===== src/rtl/irqc_pkg.sv =====
package irqc_pkg;
  localparam int unsigned IRQC_NUM_SRC = 14;
  localparam int unsigned IRQC_DATA_W  = 16;
  localparam int unsigned IRQC_ADDR_W  = 2;

  typedef enum logic [IRQC_ADDR_W-1:0] {
    REG_MEN  = 2'd0,
    REG_MASK = 2'd1,
    REG_FLAG = 2'd2,
    REG_NONE = 2'd3
  } reg_sel_e;

  // source positions
  localparam int unsigned SRC_VBLANK  = 0;
  localparam int unsigned SRC_HBLANK  = 1;
  localparam int unsigned SRC_VMATCH  = 2;
  localparam int unsigned SRC_TIMER0  = 3;
  localparam int unsigned SRC_SERIAL  = 7;
  localparam int unsigned SRC_DMA0    = 8;
  localparam int unsigned SRC_KEYPAD  = 12;
  localparam int unsigned SRC_CART    = 13;
endpackage


===== src/rtl/irqc_decode.sv =====
module irqc_decode
  import irqc_pkg::*;
#(
  parameter int unsigned NUM_SRC = IRQC_NUM_SRC,
  parameter int unsigned DATA_W  = IRQC_DATA_W,
  parameter int unsigned ADDR_W  = IRQC_ADDR_W
) (
  input  logic              we_i,
  input  logic [ADDR_W-1:0] addr_i,
  input  logic [DATA_W-1:0] wdata_i,
  input  logic              men_i,
  input  logic [NUM_SRC-1:0] mask_i,
  input  logic [NUM_SRC-1:0] flag_i,
  output logic              men_we_o,
  output logic              men_val_o,
  output logic              mask_we_o,
  output logic [NUM_SRC-1:0] mask_val_o,
  output logic [NUM_SRC-1:0] clr_o,
  output logic [DATA_W-1:0] rdata_o
);
  logic sel_men, sel_mask, sel_flag;

  assign sel_men  = (addr_i == REG_MEN);
  assign sel_mask = (addr_i == REG_MASK);
  assign sel_flag = (addr_i == REG_FLAG);

  assign men_we_o   = we_i & sel_men;
  assign men_val_o  = |wdata_i;
  assign mask_we_o  = we_i & sel_mask;
  assign mask_val_o = wdata_i[NUM_SRC-1:0];
  assign clr_o      = (we_i & sel_flag) ? wdata_i[NUM_SRC-1:0] : '0;

  always_comb begin
    rdata_o = '0;
    if (sel_men)       rdata_o[0]         = men_i;
    else if (sel_mask) rdata_o[NUM_SRC-1:0] = mask_i;
    else if (sel_flag) rdata_o[NUM_SRC-1:0] = flag_i;
  end
endmodule


===== src/rtl/irqc_ctrl_regs.sv =====
module irqc_ctrl_regs #(
  parameter int unsigned NUM_SRC = irqc_pkg::IRQC_NUM_SRC
) (
  input  logic               clk_i,
  input  logic               rst_ni,
  input  logic               men_we_i,
  input  logic               men_val_i,
  input  logic               mask_we_i,
  input  logic [NUM_SRC-1:0] mask_val_i,
  output logic               men_o,
  output logic [NUM_SRC-1:0] mask_o
);
  always_ff @(posedge clk_i or negedge rst_ni) begin
    if (!rst_ni) begin
      men_o  <= 1'b0;
      mask_o <= '0;
    end else begin
      if (men_we_i)  men_o  <= men_val_i;
      if (mask_we_i) mask_o <= mask_val_i;
    end
  end
endmodule


===== src/rtl/irqc_gate.sv =====
module irqc_gate #(
  parameter int unsigned NUM_SRC = irqc_pkg::IRQC_NUM_SRC
) (
  input  logic               men_i,
  input  logic               cpu_mask_i,
  input  logic [NUM_SRC-1:0] req_i,
  input  logic [NUM_SRC-1:0] mask_i,
  input  logic [NUM_SRC-1:0] flag_i,
  output logic [NUM_SRC-1:0] set_o,
  output logic               irq_o
);
  logic open_w;

  assign open_w = men_i & ~cpu_mask_i;
  assign set_o  = open_w ? (req_i & mask_i) : '0;
  assign irq_o  = open_w & (|flag_i);
endmodule


===== src/rtl/irqc_flags.sv =====
module irqc_flags #(
  parameter int unsigned NUM_SRC = irqc_pkg::IRQC_NUM_SRC
) (
  input  logic               clk_i,
  input  logic               rst_ni,
  input  logic [NUM_SRC-1:0] set_i,
  input  logic [NUM_SRC-1:0] clr_i,
  output logic [NUM_SRC-1:0] flag_o
);
  for (genvar b = 0; b < NUM_SRC; b++) begin : g_bit
    always_ff @(posedge clk_i or negedge rst_ni) begin
      if (!rst_ni)       flag_o[b] <= 1'b0;
      else if (set_i[b]) flag_o[b] <= 1'b1;  // set beats clear
      else if (clr_i[b]) flag_o[b] <= 1'b0;
    end
  end
endmodule


===== src/rtl/irq_mask_ctrl.sv =====
module irq_mask_ctrl
  import irqc_pkg::*;
#(
  parameter int unsigned NUM_SRC = IRQC_NUM_SRC,
  parameter int unsigned DATA_W  = IRQC_DATA_W,
  parameter int unsigned ADDR_W  = IRQC_ADDR_W
) (
  input  logic               clk_i,
  input  logic               rst_ni,
  input  logic [NUM_SRC-1:0] req_i,
  input  logic               cpu_irq_mask_i,
  input  logic               reg_we_i,
  input  logic [ADDR_W-1:0]  reg_addr_i,
  input  logic [DATA_W-1:0]  reg_wdata_i,
  output logic [DATA_W-1:0]  reg_rdata_o,
  output logic               irq_o
);
  logic               men_q;
  logic [NUM_SRC-1:0] mask_q;
  logic [NUM_SRC-1:0] flag_q;
  logic               men_we, men_val, mask_we;
  logic [NUM_SRC-1:0] mask_val, clr_w, set_w;

  irqc_decode #(.NUM_SRC(NUM_SRC), .DATA_W(DATA_W), .ADDR_W(ADDR_W)) u_decode (
    .we_i(reg_we_i), .addr_i(reg_addr_i), .wdata_i(reg_wdata_i),
    .men_i(men_q), .mask_i(mask_q), .flag_i(flag_q),
    .men_we_o(men_we), .men_val_o(men_val), .mask_we_o(mask_we),
    .mask_val_o(mask_val), .clr_o(clr_w), .rdata_o(reg_rdata_o)
  );

  irqc_ctrl_regs #(.NUM_SRC(NUM_SRC)) u_ctrl (
    .clk_i(clk_i), .rst_ni(rst_ni),
    .men_we_i(men_we), .men_val_i(men_val),
    .mask_we_i(mask_we), .mask_val_i(mask_val),
    .men_o(men_q), .mask_o(mask_q)
  );

  irqc_gate #(.NUM_SRC(NUM_SRC)) u_gate (
    .men_i(men_q), .cpu_mask_i(cpu_irq_mask_i), .req_i(req_i),
    .mask_i(mask_q), .flag_i(flag_q), .set_o(set_w), .irq_o(irq_o)
  );

  irqc_flags #(.NUM_SRC(NUM_SRC)) u_flags (
    .clk_i(clk_i), .rst_ni(rst_ni), .set_i(set_w), .clr_i(clr_w), .flag_o(flag_q)
  );
endmodule


===== config.mk =====
export PLATFORM = sky130hd
export DESIGN_NAME = irq_mask_ctrl
export DESIGN_NICKNAME = d
export VERILOG_FILES = /design/src/rtl/irqc_pkg.sv /design/src/rtl/irqc_decode.sv /design/src/rtl/irqc_ctrl_regs.sv /design/src/rtl/irqc_gate.sv /design/src/rtl/irqc_flags.sv /design/src/rtl/irq_mask_ctrl.sv
export SDC_FILE = /design/constraint.sdc
export NUM_CORES = 1
export LEC_CHECK = 0
export BUFFER_PORTS_ARGS = -buffer_cell sky130_fd_sc_hd__buf_2
export CORE_ASPECT_RATIO = 0.7
export CORE_MARGIN = 5
export CORE_UTILIZATION = 40
export DETAILED_ROUTE_END_ITERATION = 12
export PLACE_DENSITY = 0.67
export SYNTH_ARGS = -nofsm -noshare
export SYNTH_HDL_FRONTEND = slang
export SYNTH_SLANG_ARGS = --single-unit

===== constraint.sdc =====
create_clock -name clk_i -period 2.96 [get_ports clk_i]
set_input_delay 0.148 -clock clk_i [delete_from_list [all_inputs] [get_ports clk_i]]
set_output_delay 0.148 -clock clk_i [all_outputs]
set_load 0.01 [all_outputs]

==> impl_metrics.toml <==
[floorplanning]
fp.dieW_um = 80.5
start_util_pct = 42.8
core_sq_um = 3250
dieHeight_um = 59.3
rows = 17
die_area_sq_um = 4780
io_pins = 53

[sta]
rsz0062_at_grt = "false"
relSlewSlack_pct = 55.6
slew_violations = 0
fin_tns_setup_ns = 0
fin_crit_sh_pct = 62.9
timing_hold_violations_final = 0
finalSetupViolCount = 0
finalClockSkew_ns = 0.00379
max_freq_mhz = 537
worstMarginPinSlew_ns = 0.666
holdWs_ns = 0.103
min_period_ns = 1.86

[logic_synthesis]
yosys_register_bits = 29
syn_avg_cell_area_sq_um = 12.2
synth.distinct_cells = 24
yosysSeqAreaShare_pct = 52.2
syn-cell-area_sq_um = 1390
yosys_warnings = 0
netlist_instances = 114

[placed_design]
placed_area_sq_um = 1670
gp_congestion = 0.799
dpl.hpwl_mm = 2.82
io_buffers = 50

[layout]
fin_area_sq_um = 1760
drive_above_1_share_pct = 44.0
fin_nets = 203
antenna_cells = 0
fillers = 303
syn_to_final_growth_pct = 26.3

[power_and_ir_drop]
total_power_uw = 1100
seqPwrFrac_pct = 50.9
switchingPower_uw = 313
irDropWorstVdd_mv = 0.316
sw_frac_of_total_pct = 28.6
power.internal_uw = 783
combPwrFrac_pct = 21.1
p_per_area_nw_per_um2 = 624
power_leakage_uw = 0.000791
power.share.clock_pct = 28.1

[global_route]
grt_pass1_vias = 1276
grt_pass1_wl_mm = 6.11
grt_start_max_net_pins = 30
overflow = 0
antenna_found_initial = 0
grt_usage_pct = 17.4

[cts]
clockBufferDepth = 2
cts_root_buf = "clkbuf_8"
path_clk_slew_ns = 0.06
cts_resized = 0
numCtsBuffers = 5
cts_sinks = 29
clock_latency_ns = 0.28
htreeDepth = 2
cts_tree = "built"

[routing]
vias_per_cell = 5.58
drtPass1Iterations = 4
vias = 1200
drt_iter0_markers = 64
wl_per_cell_um = 18.0
postRouteWirelength_mm = 3.86
ant_nets = 0
drc_errors = 0

[critical_path]
cp-start-kind = "flip-flop"
arrival_ns = 1.71
crit_path_end_kind = "primary output"
reg2regPathDepth = 3
critical_path_required_ns = 2.81
critPathKind = "reg2out"
crit_fanout = 3

[min_path]
hold_path.class = "in2reg"
hold_path_depth = 2

[run]
cap_viol_max_count = 0

[outcome]
outcome = "finished, final reports clean"
-- critical path, stage by stage, from the launching register on --
cell     delay (ns)
dfrtp_1        0.39
or4_1          0.52
o41a_1         0.38
buf_2          0.15
-- cell type report --
| type | count | area [sq um] | area share, % |
|---|---|---|---|
| flip-flops and latches | 29 | 726 | 41.3 |
| multi-input cells | 78 | 617 | 35.1 |
| repair buffers | 53 | 275 | 15.7 |
| clock buffers | 8 | 80.1 | 4.56 |
| well taps | 47 | 58.8 | 3.35 |
-- power by group through the flow --
stage / clock [uW] / sequential, uW / combinational [uW]
floorplan: 0 / 540 / 149
global placement: 0 / 557 / 225
detailed placement: 0 / 564 / 233
CTS: 314 / 557 / 235
global route: 332 / 568 / 254
finish: 308 / 558 / 231
-- worst paths after layout --
check,endpoint,slack (ns),startpoint
max,irq_o,1.10,u_flags.flag_o[10]
min,u_ctrl.men_o,0.10,reg_we_i
max reg2reg,u_flags.flag_o[1],1.85,u_ctrl.men_o
min reg2reg,u_flags.flag_o[10],0.52,u_flags.flag_o[10]
max in group asynchronous,u_ctrl.mask_o[1],2.09,rst_ni
min in group asynchronous,u_ctrl.mask_o[12],0.44,rst_ni
-- flip-flops by register name, summed over array words and instances, names as in the netlist --
register        cells
u_ctrl.men_o        1
u_ctrl.mask_o      14
u_flags.flag_o     14
-- Yosys cell counts (all sizes together) --
| master | n | share of area, % |
|---|---|---|
| nand2 | 17 | 4.8 |
| a32o | 14 | 10 |
| and4 | 1 | 0.63 |
| mux2 | 14 | 11 |
| clkbuf | 1 | 0.27 |
| and3b | 1 | 0.63 |
| o21ai | 1 | 0.36 |
| conb | 1 | 0.27 |
| or4 | 1 | 0.54 |
| nor4 | 6 | 2.7 |
| nor2 | 1 | 0.27 |
| dfrtp | 29 | 52 |
| a22o | 13 | 8.3 |
| a31oi | 1 | 0.45 |
| a21oi | 1 | 0.36 |
| nor2b | 3 | 1.9 |
| mux2i | 1 | 0.72 |
| o41a | 1 | 0.81 |
| buf | 7 | 3.5 |
-- repair_timing --
action,CTS,global route
hold buffers,1,0
setup buffers,0,0
hold endpoints to repair,29,0
-- metrics by stage --
stage	cells	utilization, %	setup slack (ns)
finish	215	54.0	1.10
CTS	215	54.0	1.10
floorplan	115	-	1.53
detailed placement	206	51.2	1.39
global route	215	54.0	1.06
global placement	206	51.2	1.43
-- per-layer routing --
metal  vias to the layer above  wire (um)  track usage, %
li1                        548          -               -
met1                       587       1610            21.4
met2                        56       1760            27.0
met3                         9        415            6.69
met4                         0         77            8.19
met5                         -          0               0
-- cells in the final DEF, fill, tap and decap left out, drive strengths merged --
cell,count
buf,52
nor4,6
a31oi,1
nor2,1
o41a,1
dlygate4sd3,1
and4,1
clkbuf,8
or4,1
a32o,14
a22o,13
mux2,14
nor2b,3
and3b,1
dfrtp,29
nand2,17
mux2i,1
a21oi,1
o21ai,1
conb,2
-- kinds of logic (layout without fill, tap and decap cells) --
kind of cell	after synthesis	count (layout)	synth area share [%]
AO/OA/AOI/OAI	31	31	20.3
buffers and inverters	8	61	3.78
flip-flops	29	29	52.2
multiplexers	15	15	12.1
other	1	2	0.270
AND/OR/NAND/NOR	30	30	11.4
No activity file was read; power rests on OpenSTA's default activity.
